File: config.mk
export PLATFORM = sky130hd
export DESIGN_NAME = rbk_serial_slave
export DESIGN_NICKNAME = d
export VERILOG_FILES = /design/src/rtl/rbk_pkg.sv /design/src/rtl/rbk_sync.sv /design/src/rtl/rbk_frame_ctrl.sv /design/src/rtl/rbk_reg_bank.sv /design/src/rtl/rbk_tx_shift.sv /design/src/rtl/rbk_serial_slave.sv
export SDC_FILE = /design/constraint.sdc
export NUM_CORES = 1
export LEC_CHECK = 0
export ABC_AREA = 0
export BUFFER_PORTS_ARGS = -buffer_cell sky130_fd_sc_hd__buf_2
export CAP_MARGIN = 20
export CORE_MARGIN = 8
export CORE_UTILIZATION = 27
export CTS_CLUSTER_SIZE = 14
export DETAILED_ROUTE_END_ITERATION = 8
export GPL_TIMING_DRIVEN = 0
export SYNTH_ARGS = -nofsm -noshare
export SYNTH_HDL_FRONTEND = slang
export SYNTH_SLANG_ARGS = --single-unit
File: constraint.sdc
create_clock -name clk -period 2.1 [get_ports clk]
set_clock_uncertainty 0.15 [all_clocks]
set_input_delay 0.315 -clock clk [delete_from_list [all_inputs] [get_ports clk]]
set_output_delay 0.315 -clock clk [all_outputs]
set_load 0.05 [all_outputs]
File: src/rtl/rbk_pkg.sv
package rbk_pkg;
    localparam int WORD_W = 16;
    localparam int CFG_W  = 12;
    localparam int DAC_W  = 9;

    typedef enum logic [1:0] {
        REG_CFG  = 2'd0,
        REG_DACA = 2'd1,
        REG_DACB = 2'd2,
        REG_NONE = 2'd3
    } reg_id_e;

    localparam logic [3:0] CODE_CFG  = 4'b0011;
    localparam logic [3:0] CODE_DACA = 4'b0001;
    localparam logic [3:0] CODE_DACB = 4'b0010;

    function automatic reg_id_e decode_req(input logic [WORD_W-1:0] w);
        reg_id_e id;
        id = REG_NONE;
        if (w[11:0] == 12'h000) begin
            case (w[15:12])
                CODE_CFG:  id = REG_CFG;
                CODE_DACA: id = REG_DACA;
                CODE_DACB: id = REG_DACB;
                default:   id = REG_NONE;
            endcase
        end
        return id;
    endfunction

    function automatic logic [WORD_W-1:0] fmt_word(input reg_id_e id,
                                                   input logic [CFG_W-1:0] cfg,
                                                   input logic [DAC_W-1:0] dac_a,
                                                   input logic [DAC_W-1:0] dac_b);
        logic [WORD_W-1:0] w;
        case (id)
            REG_CFG:  w = {CODE_CFG, cfg};
            REG_DACA: w = {CODE_DACA, dac_a, 3'b000};
            REG_DACB: w = {CODE_DACB, dac_b, 3'b000};
            default:  w = '0;
        endcase
        return w;
    endfunction
endpackage

File: src/rtl/rbk_sync.sv
module rbk_sync #(
    parameter int             WIDTH   = 3,
    parameter int             STAGES  = 2,
    parameter logic [WIDTH-1:0] RST_VAL = '0
) (
    input  logic             clk,
    input  logic             rst_n,
    input  logic [WIDTH-1:0] async_i,
    output logic [WIDTH-1:0] level_o
);
    typedef struct packed {
        logic [STAGES-1:0][WIDTH-1:0] chain;
    } sync_t;

    sync_t s_d, s_q;

    always_comb begin
        s_d = s_q;
        s_d.chain[0] = async_i;
        for (int i = 1; i < STAGES; i++) begin
            s_d.chain[i] = s_q.chain[i-1];
        end
    end

    always_ff @(posedge clk) begin
        if (!rst_n) begin
            for (int i = 0; i < STAGES; i++) begin
                s_q.chain[i] <= RST_VAL;
            end
        end else begin
            s_q <= s_d;
        end
    end

    assign level_o = s_q.chain[STAGES-1];
endmodule

File: src/rtl/rbk_frame_ctrl.sv
module rbk_frame_ctrl
    import rbk_pkg::*;
#(
    parameter int MIN_EDGES = 48,
    parameter int REQ_BITS  = 16
) (
    input  logic    clk,
    input  logic    rst_n,
    input  logic    csn_s,
    input  logic    sclk_s,
    input  logic    sdi_s,
    output logic    in_frame_o,
    output logic    sclk_fall_o,
    output logic    start_o,
    output logic    end_o,
    output logic    commit_o,
    output logic    load_valid_o,
    output reg_id_e load_sel_o
);
    localparam int CNT_W = $clog2(MIN_EDGES + 1);

    typedef struct packed {
        logic                in_frame;
        logic                csn_prev;
        logic                sclk_prev;
        logic [CNT_W-1:0]    cnt;
        logic [REQ_BITS-1:0] rx;
        logic                armed;
        reg_id_e             sel;
    } fc_t;

    fc_t f_d, f_q;
    logic cs_fall, cs_rise, sclk_fall, long_enough;
    reg_id_e dec_id;

    always_comb begin
        cs_fall     = f_q.csn_prev & ~csn_s;
        cs_rise     = ~f_q.csn_prev & csn_s;
        sclk_fall   = f_q.sclk_prev & ~sclk_s;
        long_enough = (f_q.cnt >= CNT_W'(MIN_EDGES));
        dec_id      = decode_req(f_q.rx);
        commit_o    = 1'b0;
        f_d           = f_q;
        f_d.csn_prev  = csn_s;
        f_d.sclk_prev = sclk_s;
        if (cs_fall) begin
            f_d.in_frame = 1'b1;
            f_d.cnt      = '0;
            f_d.rx       = '0;
            f_d.armed    = 1'b0;
            f_d.sel      = REG_NONE;
        end else if (cs_rise && f_q.in_frame) begin
            f_d.in_frame = 1'b0;
            if (long_enough) begin
                commit_o  = 1'b1;
                f_d.armed = (dec_id != REG_NONE);
                f_d.sel   = dec_id;
            end
        end else if (sclk_fall && f_q.in_frame) begin
            if (!long_enough) begin
                f_d.cnt = f_q.cnt + 1'b1;
            end
            if (f_q.cnt < CNT_W'(REQ_BITS)) begin
                f_d.rx = {f_q.rx[REQ_BITS-2:0], sdi_s};
            end
        end
    end

    always_ff @(posedge clk) begin
        if (!rst_n) begin
            f_q.in_frame  <= 1'b0;
            f_q.csn_prev  <= 1'b1;
            f_q.sclk_prev <= 1'b1;
            f_q.cnt       <= '0;
            f_q.rx        <= '0;
            f_q.armed     <= 1'b0;
            f_q.sel       <= REG_NONE;
        end else begin
            f_q <= f_d;
        end
    end

    assign in_frame_o   = f_q.in_frame;
    assign sclk_fall_o  = sclk_fall & f_q.in_frame;
    assign start_o      = cs_fall;
    assign end_o        = cs_rise & f_q.in_frame;
    assign load_valid_o = f_q.armed;
    assign load_sel_o   = f_q.sel;

    p_cnt_bound_r2: assert property (@(posedge clk) disable iff (!rst_n)
        f_q.cnt <= CNT_W'(MIN_EDGES));
    p_short_noarm_r2: assert property (@(posedge clk) disable iff (!rst_n)
        (cs_rise && f_q.in_frame && !long_enough) |=> !f_q.armed);
    p_arm_at_end_r9: assert property (@(posedge clk) disable iff (!rst_n)
        $rose(f_q.armed) |-> $past(end_o));
    p_consume_r9: assert property (@(posedge clk) disable iff (!rst_n)
        start_o |=> !f_q.armed);
endmodule

File: src/rtl/rbk_reg_bank.sv
module rbk_reg_bank
    import rbk_pkg::*;
(
    input  logic             clk,
    input  logic             rst_n,
    input  logic             wr_en,
    input  reg_id_e          wr_sel,
    input  logic [CFG_W-1:0] wr_data,
    input  logic             commit,
    output logic [CFG_W-1:0] cfg_o,
    output logic [DAC_W-1:0] dac_a_o,
    output logic [DAC_W-1:0] dac_b_o
);
    typedef struct packed {
        logic [CFG_W-1:0] stg_cfg;
        logic [DAC_W-1:0] stg_a;
        logic [DAC_W-1:0] stg_b;
        logic [CFG_W-1:0] act_cfg;
        logic [DAC_W-1:0] act_a;
        logic [DAC_W-1:0] act_b;
    } bank_t;

    bank_t b_d, b_q;

    always_comb begin
        b_d = b_q;
        if (commit) begin
            b_d.act_cfg = b_q.stg_cfg;
            b_d.act_a   = b_q.stg_a;
            b_d.act_b   = b_q.stg_b;
        end
        if (wr_en) begin
            case (wr_sel)
                REG_CFG:  b_d.stg_cfg = wr_data;
                REG_DACA: b_d.stg_a   = wr_data[DAC_W-1:0];
                REG_DACB: b_d.stg_b   = wr_data[DAC_W-1:0];
                default:  ;
            endcase
        end
    end

    always_ff @(posedge clk) begin
        if (!rst_n) begin
            b_q <= '0;
        end else begin
            b_q <= b_d;
        end
    end

    assign cfg_o   = b_q.act_cfg;
    assign dac_a_o = b_q.act_a;
    assign dac_b_o = b_q.act_b;

    p_hold_active_r7: assert property (@(posedge clk) disable iff (!rst_n)
        !commit |=> ($stable(cfg_o) && $stable(dac_a_o) && $stable(dac_b_o)));
endmodule

File: src/rtl/rbk_tx_shift.sv
module rbk_tx_shift #(
    parameter int WORD_W = 16
) (
    input  logic              clk,
    input  logic              rst_n,
    input  logic              load,
    input  logic [WORD_W-1:0] load_word,
    input  logic              shift,
    input  logic              clear,
    output logic              sdo_o
);
    typedef struct packed {
        logic [WORD_W-1:0] sh;
        logic              sdo;
    } tx_t;

    tx_t t_d, t_q;

    always_comb begin
        t_d = t_q;
        if (load) begin
            t_d.sh  = load_word;
            t_d.sdo = 1'b0;
        end else if (clear) begin
            t_d.sh  = '0;
            t_d.sdo = 1'b0;
        end else if (shift) begin
            t_d.sdo = t_q.sh[WORD_W-1];
            t_d.sh  = {t_q.sh[WORD_W-2:0], 1'b0};
        end
    end

    always_ff @(posedge clk) begin
        if (!rst_n) begin
            t_q <= '0;
        end else begin
            t_q <= t_d;
        end
    end

    assign sdo_o = t_q.sdo;

    p_change_on_edge_r10: assert property (@(posedge clk) disable iff (!rst_n)
        !(load || clear || shift) |=> $stable(sdo_o));
    p_low_after_end_r10: assert property (@(posedge clk) disable iff (!rst_n)
        clear |=> !sdo_o);
endmodule

File: src/rtl/rbk_serial_slave.sv
module rbk_serial_slave
    import rbk_pkg::*;
#(
    parameter int MIN_EDGES   = 48,
    parameter int SYNC_STAGES = 2
) (
    input  logic        clk,
    input  logic        rst_n,
    input  logic        sclk_i,
    input  logic        csn_i,
    input  logic        sdi_i,
    input  logic        wr_en_i,
    input  logic [1:0]  wr_sel_i,
    input  logic [11:0] wr_data_i,
    output logic        sdo_a_o,
    output logic        sdo_b_o
);
    logic [2:0]        pins_s;
    logic              in_frame, sclk_fall, start, fend, commit, load_valid;
    reg_id_e           load_sel;
    logic [CFG_W-1:0]  cfg;
    logic [DAC_W-1:0]  dac_a, dac_b;
    logic [WORD_W-1:0] load_word;

    rbk_sync #(.WIDTH(3), .STAGES(SYNC_STAGES), .RST_VAL(3'b110)) sync_i (
        .clk     (clk),
        .rst_n   (rst_n),
        .async_i ({csn_i, sclk_i, sdi_i}),
        .level_o (pins_s)
    );

    rbk_frame_ctrl #(.MIN_EDGES(MIN_EDGES), .REQ_BITS(WORD_W)) ctrl_i (
        .clk          (clk),
        .rst_n        (rst_n),
        .csn_s        (pins_s[2]),
        .sclk_s       (pins_s[1]),
        .sdi_s        (pins_s[0]),
        .in_frame_o   (in_frame),
        .sclk_fall_o  (sclk_fall),
        .start_o      (start),
        .end_o        (fend),
        .commit_o     (commit),
        .load_valid_o (load_valid),
        .load_sel_o   (load_sel)
    );

    rbk_reg_bank bank_i (
        .clk     (clk),
        .rst_n   (rst_n),
        .wr_en   (wr_en_i),
        .wr_sel  (reg_id_e'(wr_sel_i)),
        .wr_data (wr_data_i),
        .commit  (commit),
        .cfg_o   (cfg),
        .dac_a_o (dac_a),
        .dac_b_o (dac_b)
    );

    always_comb begin
        load_word = load_valid ? fmt_word(load_sel, cfg, dac_a, dac_b) : '0;
    end

    rbk_tx_shift #(.WORD_W(WORD_W)) tx_i (
        .clk       (clk),
        .rst_n     (rst_n),
        .load      (start),
        .load_word (load_word),
        .shift     (sclk_fall),
        .clear     (fend),
        .sdo_o     (sdo_a_o)
    );

    assign sdo_b_o = 1'b0;

    p_idle_low_r10: assert property (@(posedge clk) disable iff (!rst_n)
        (!in_frame && !start) |-> !sdo_a_o);
endmodule

Yosys cells after proc, flatten, opt, wreduce, memory -nomap -nowiden
Cells that the tools add are included.

word-level totals
  bits in registers = 111
  input port bits = 20
  output and inout bits = 2
  logic and storage cells = 66

cells by class
  add/sub/neg operators = 1
  magnitude comparators = 2
  equality and inequality tests = 8
  mux-type cells = 12
  bitwise operators = 11
  reduce and logical (&&, ||, !) cells = 15

operators with widths
  operator                                                                number
  17-bit 2-to-1 mux                                                       3
  14-bit one-hot mux with 3 select lines                                  1
  16-bit 2-to-1 mux                                                       1
  12-bit zero test                                                        1
  4-bit by 2-bit equality test with 1-bit output (second input constant)  2
  2-bit AND reduction                                                     4
  6-bit by 1-bit adder with 6-bit output (second input constant)          1
  6-bit greater-or-equal comparator (second input constant)               1
  6-bit by 5-bit < comparator with 1-bit output (second input constant)   1
  1-bit inverter                                                          6
  2-bit one-hot mux with 3 select lines                                   1
  3-bit AND reduction                                                     2
  1-bit AND                                                               5
  1-bit 2-to-1 mux                                                        5
  2-bit by 1-bit equality test with 1-bit output (second input constant)  2
  2-bit equality test (second input constant)                             2
  4-bit by 1-bit equality test with 1-bit output (second input constant)  1
  2-bit zero test                                                         2
  3-bit nonzero test                                                      1
  3-bit OR reduction                                                      1
  1-bit logical AND                                                       2
  2-bit 2-to-1 mux                                                        1
  2-bit != test (second input constant)                                   1
  2-bit nonzero test                                                      1
  2-bit OR reduction                                                      1

Longest topological paths before layout
Gate-level depths: netlist (run 1).

  word-level depth = 6
  gate-level depth with buffers = 5
  mapped depth without buffers = 4

Cells and area by module
Synthesis (run 1) repeated with hierarchy kept, for this count alone.

unflattened totals
  cell total of the unflattened synthesis = 520
  area, all modules = 4983.5 um^2

by module, submodules not included
  module            times used  cells an instance  area an instance (um^2)  seq. area each (um^2)
  rbk_reg_bank      1           240                2498.6                   1201.2
  rbk_frame_ctrl    1           128                1251.2                   560.5
  rbk_tx_shift      1           91                 730.7                    340.3
  rbk_serial_slave  1           49                 345.3                    0.0
  rbk_sync          1           12                 157.7                    120.1

Worst setup path after synthesis (run 1)
OpenSTA, ideal clock, no wires.

  path type = reg2reg
  start = register ctrl_i.f_q, in the netlist ctrl_i.load_sel_o[1]
  end = register tx_i.t_q[10] in the netlist's numbering
  library setup time = 0.129 ns
  data arrival time = 1.232 ns
  required time = 1.821 ns
  path slack = 0.589 ns
  stages on the path, launching flop included = 5
  path buffers = 1
  clock period less this slack = 1.511 ns
  cell sequence = dfxtp_1 clkbuf_1 mux2_2 a32oi_1 a21oi_1

on the way
  word-level cells in the longest chain between the ends = 4
  elaborated cells between the ends (all ways) = 6
  classes of those cells = 2 x eq/ne; 3 x mux; 1 x reduce/logical

RTL lines
  item                                         line                    source
  start: declaration                           rbk_frame_ctrl.sv:32    fc_t f_d, f_q;
  2-bit equality test (tied with other cells)  rbk_pkg.sv:36           case (id)
  14-bit one-hot mux with 3 select lines *     rbk_pkg.sv:36
  16-bit 2-to-1 mux *                          rbk_serial_slave.sv:60  load_word = load_valid ? fmt_word(load_sel, cfg, dac_a, dac_b) : '0;
  17-bit 2-to-1 mux *                          rbk_tx_shift.sv:21      if (load) begin
  end signal: assignment                       rbk_tx_shift.sv:37      t_q <= t_d;
  end: declaration                             rbk_tx_shift.sv:17      tx_t t_d, t_q;

Every way passes the cells marked *; elsewhere a longest branch is shown, timed or not.
A chain may end at the register's enable or synchronous reset.

Worst setup path after layout (run 1)
  start = register ctrl_i.f_q, in the netlist ctrl_i.load_sel_o[1]
  end = register tx_i.t_q[12] in the netlist's numbering

Same word-level chain as after synthesis.

==> results of run 1 <==
report_power, final:
| part | internal, uW | total (uW) | switching [uW] |
|---|---|---|---|
| sequential | 2150 | 2170 | 24.8 |
| combinational | 80.1 | 201 | 120 |
| clock | 826 | 1650 | 826 |
final timing paths:
check | slack [ps] | end | cells after the start | from
setup reg to reg | 140 | tx_i.t_q[12] | 4 | ctrl_i.load_sel_o[1]
setup / recovery | 140 | tx_i.t_q[12] | 4 | ctrl_i.load_sel_o[1]
hold reg to reg | 260 | sync_i.level_o[2] | 1 | sync_i.s_d[5]
hold / removal | 30 | sync_i.s_d[3] | 2 | sdi_i
stage by stage:
stage	utilization, %	cells
6_report	31.24	768
5_1_grt	31.24	768
4_1_cts	31.24	768
3_5_place_dp	29.46	750
3_3_place_gp	29.46	750
2_1_floorplan	-	505
cells by family (layout without fill, tap and decap cells):
logic type               after synthesis  after routing  synth area share (%)
adder cells (fa/ha/maj)                1              1                0.2694
AND/OR/NAND/NOR                      138            138                 16.06
buffers and inverters                 57             95                 5.659
other                                  1              1               0.08076
flip-flops                           111            111                 47.86
multiplexers                          41             41                 9.081
AO/OA/AOI/OAI                        156            156                 20.99
layer usage:
| layer | vias to the layer above | wire [um] |
|---|---|---|
| met2 | 85 | 5198 |
| met3 | 9 | 610 |
| met4 | 0 | 91 |
| met5 | - | 0 |
| met1 | 1763 | 5933 |
| li1 | 1936 | - |
worst max-delay path, stage by stage (launching register included):
cell,delay [ps]
dfxtp_1,450
clkbuf_1,490
mux2_2,410
a32oi_1,240
a21oi_1,100
repair_timing:
action | 4_1_cts | 5_1_grt
endpoints found under the setup margin | 0 | 0
hold buffers | 2 | 0
endpoints found under the hold margin | 2 | 0
layout make-up:
cell class                 count  area share [%]
buffer                        56           4.860
clock buffer                  10           4.297
clock inverter                 6           1.033
inverter                       1         0.07044
multi-input combinational    337           40.50
sequential                   111           41.70
tap                          225           5.283
timing repair buffer          22           2.254
synth_stat cells, drive strengths merged, types with 2 or more instances:
cell type / number
o21ai: 31
dfxtp: 111
nand2b: 8
mux2: 9
nor4: 3
a2111oi: 2
o211ai: 11
nand4: 20
a31oi: 2
nand2: 8
o221a: 2
buf: 29
and3b: 2
nor2: 35
nand3: 37
or3: 2
a21oi: 65
o31ai: 18
or4: 3
o41ai: 12
nand3b: 7
mux2i: 32
nor2b: 2
and2: 3
a32oi: 9
o211a: 2
and3: 2
clkbuf: 27
flip-flops by register name (all words and copies together) (netlist names):
register	cells
ctrl_i.load_sel_o	2
bank_i.dac_b_o	9
sync_i.s_d	3
tx_i.t_q	16
bank_i.cfg_o	12
bank_i.b_q	30
ctrl_i.in_frame_o	1
ctrl_i.f_q	24
tx_i.sdo_o	1
ctrl_i.load_valid_o	1
bank_i.dac_a_o	9
sync_i.level_o	3
==> results.toml, run 1 <==
[flow_run]
drv_cap = 0

[clocking]
numCtsBuffers = 9
root_buffer = "clkbuf_16"
cts_resized = 0
clock_sinks = 111
clk_latency_ps = 360
cts_setup_buffers = 0
cts_tree = "built"
clockBufferDepth = 2
clk_pin_slew_ps = 70
cts.htree.levels = 3

[yosys]
ys_async_sr_fraction_pct = 0
synth_area_per_cell_um2 = 9.194
yosysWarnings = 0
synth_top_flop_cell = "dfxtp_1"
synth-seq-cells = 111
synthTopCellsByArea = "dfxtp_1 (48%), a21oi_1 (7.0%), mux2i_1 (6.9%)"
synth_edf_count = 0
yosys.area.top_type = "dfxtp_1"
postSynthCellCount = 505
ys_seq_area_share_pct = 47.86
synth_top_area_share_pct = 47.86
synth_area_mm2 = 0.004643
synth_fp_nets = 526
ys_types = 45

[global_routing]
grt_pass1_vias = 3639
busiest_layer = "met2"
antenna_found_initial = 0
grt_pass1_wl_mm = 19.20
track_usage_pct = 10.80
grt_util_met3_pct = 2.707
use_met1_pct = 15.12
grt_remaining_overflow = 0
grt_util_met2_pct = 16.24
grt_start_max_net_pins = 20

[setup_path]
crit_type = "reg -> reg"
cp-start-kind = "register"
cp_data_required_time_ps = 2180
arrival_ps = 2040
worst_setup_path_end_kind = "register"
crit_path_max_fanout = 10

[finish]
synthToLayoutAreaGrowth_pct = 14.77
stdcell_area_mm2 = 0.005329
layout_common_cells = "dfxtp_1 (111), a21oi_1 (65), buf_2 (41), nand3_1 (37), nor2_1 (35)"
final_nets = 559
antenna_cells = 0
fillCellCount = 1853
final_common_cell = "dfxtp_1"
drive_above_1_share_pct = 14.18
seq_area_mm2 = 0.002222
multi_input_comb_area_mm2 = 0.002158

[floorplan]
die_x_um = 147.1
fp.coreArea_mm2 = 0.01706
start_util_pct = 27.22
die-area_mm2 = 0.02165
row_count = 48
io_pins = 22
die_y_um = 147.1

[timing]
rsz0062_at_grt = "false"
fmax_ghz = 0.5090
setup_viol = 0
post-route-min-period_ps = 1965
period_share_pct = 93.56
worst_slew_pin_slew_ps = 597.9
whs_ps = 28.59
setup_tns_ps = 0
timing.final.ws_setup_ps = 135.2
finalMaxSlewViolations = 0
hold_viol = 0
relSlewSlack_pct = 60.05

[place]
preCtsSetupSlack_ps = 153.1
io_buffers = 20
dpl.hpwl_mm = 8.369
gp_congestion = 0.7978
placed_area_mm2 = 0.005025

[pwr]
p_total_uw = 4022
vdd_drop_max_uv = 415.2
p_leak_uw = 0.001910
powerDensity_mw_per_mm2 = 754.8

[drt]
drt_iter0_drc = 230
routed_wl_mm = 11.83
drc = 0
vias_per_cell = 4.939
via_count = 3793
firstDrtPassIters = 4
wl_per_cell_um = 15.41
final_antenna_net_count = 0

[status]
status = "finished clean"

[hold_path]
min_path_type = "in -> reg"
Power figures use the tool's default switching activity.
==> inputs of run 2 (changes only) <==
- GPL_ROUTABILITY_DRIVEN: not set -> 0
- GPL_TIMING_DRIVEN: 0 -> not set
- HOLD_SLACK_MARGIN: not set -> 0.12
==> run 2 against run 1 <==
Net effect:
- sequential power about the same
- final area increased by 0.89%
- critical endpoint is now ctrl_i.f_q[6]
- largest cell class unchanged
- clock power about the same
==> results.toml, run 2 (same netlist as run 1, synthesis figures left out) <==
[global_routing]
grt_pass1_vias = 3648
track_usage_pct = 10.08
grt_pass1_wl_mm = 18.41
grt_start_max_net_pins = 45
antenna_found_initial = 0
grt_remaining_overflow = 0

[clocking]
cts_setup_buffers = 0
clockBufferDepth = 2
cts_tree = "built"
clock_sinks = 111
cts_resized = 0
numCtsBuffers = 9
root_buffer = "clkbuf_16"
clk_pin_slew_ps = 70
cts_hold_buf = 16
clk_latency_ps = 350
cts.htree.levels = 3

[timing]
whs_ps = 272.7
post-route-min-period_ps = 1923
relSlewSlack_pct = 56.08
finalMaxSlewViolations = 0
rsz0062_at_grt = "false"
timing.final.ws_setup_ps = 177.3
hold_viol = 0
period_share_pct = 91.56
worst_slew_pin_slew_ps = 657.2
setup_tns_ps = 0
setup_viol = 0
fmax_ghz = 0.5201

[finish]
layout_common_cells = "dfxtp_1 (111), a21oi_1 (65), nand3_1 (37), nor2_1 (35), mux2i_1 (32)"
final_nets = 536
multi_input_comb_area_mm2 = 0.002163
final_common_cell = "dfxtp_1"
antenna_cells = 0
largest_reg_flops = 30
final_cell_count_no_fill = 745
largest_register = "bank_i.b_q"
fillCellCount = 1789
synthToLayoutAreaGrowth_pct = 15.79
seq_area_mm2 = 0.002222
drive_above_1_share_pct = 13.65
top_regs = "bank_i.b_q: 30 flops, ctrl_i.f_q: 24 flops, tx_i.t_q: 16 flops"
stdcell_area_mm2 = 0.005376

[setup_path]
r2r_slack_ps = 270
cp_data_required_time_ps = 2210
crit_path_max_fanout = 26
critPathLaunch = "rst_n"
cp-start-kind = "input port"
reg2regPathDepth = 3
crit_path_end = "ctrl_i.f_q[6]"
arrival_ps = 2030
crit_type = "in -> reg"
worst_setup_path_end_kind = "register"
r2r-start = "sync_i.level_o[2]"
r2r_end = "ctrl_i.f_q[6]"

[status]
status = "finished clean"

[flow_run]
drv_cap = 0

[pwr]
powerDensity_mw_per_mm2 = 752.7
p_leak_uw = 0.001915
vdd_drop_max_uv = 419.2

[drt]
routed_wl_mm = 10.99
final_antenna_net_count = 0
via_count = 3852
drc = 0
wl_per_cell_um = 14.76
drt_iter0_drc = 267
firstDrtPassIters = 5
vias_per_cell = 5.170

[floorplan]
fp.coreArea_mm2 = 0.01706
start_util_pct = 27.22
die_y_um = 147.1
die_x_um = 147.1
io_pins = 22
row_count = 48
die-area_mm2 = 0.02165

[place]
dpl.hpwl_mm = 7.173
dp_cells = 713
io_buffers = 20
placed_area_mm2 = 0.004926
preCtsSetupSlack_ps = 311.8

[hold_path]
min_path_type = "reg -> reg"
-- run 2: metal layers --
metal  track usage (%)  up-vias  wire length, um
met3             2.399        9              517
met4             2.295        0               79
li1                  -     1893                -
met1             13.78     1835             5394
met2             15.69      115             5001
met5                 0        -                0
-- run 2: worst min-delay path by stage --
stage	start	endpoint	slack [ps]	depth (start not counted)
CTS	sync_i.s_d[5]	sync_i.level_o[2]	290	1
global placement	sync_i.s_d[4]	sync_i.level_o[1]	260	1
finish	sync_i.s_d[4]	sync_i.level_o[1]	270	1
global route	sync_i.s_d[5]	sync_i.level_o[2]	300	1
detailed placement	sync_i.s_d[5]	sync_i.level_o[2]	260	1
floorplan	sync_i.s_d[4]	sync_i.level_o[1]	240	1
-- run 2: worst max-delay path, cell delays in order --
cell and delay (ps):
dlygate4sd3_1 530, buf_2 160, buf_4 300, nand2_1 450, a21oi_1 270
-- run 2: cell type report --
type / instances / area share [%]
Tap cell: 225 / 5.236
Multi-Input combinational cell: 337 / 40.24
Inverter: 1 / 0.06982
Sequential cell: 111 / 41.33
Clock buffer: 10 / 4.259
Clock inverter: 6 / 1.140
Timing Repair Buffer: 55 / 7.726
-- run 2: per-stage QoR --
step                total power (uW)  utilization (%)
floorplan                       2346                -
global placement                2401            28.88
detailed placement              2409            28.88
CTS                             4085            31.52
global route                    4190            31.52
finish                          4047            31.52
-- run 2: where the power goes --
part	internal (uW)	total (uW)	switching (uW)
Clock	836	1660	828
Sequential	2150	2170	26.0
Combinational	95.3	212	117
Total	3080	4050	971
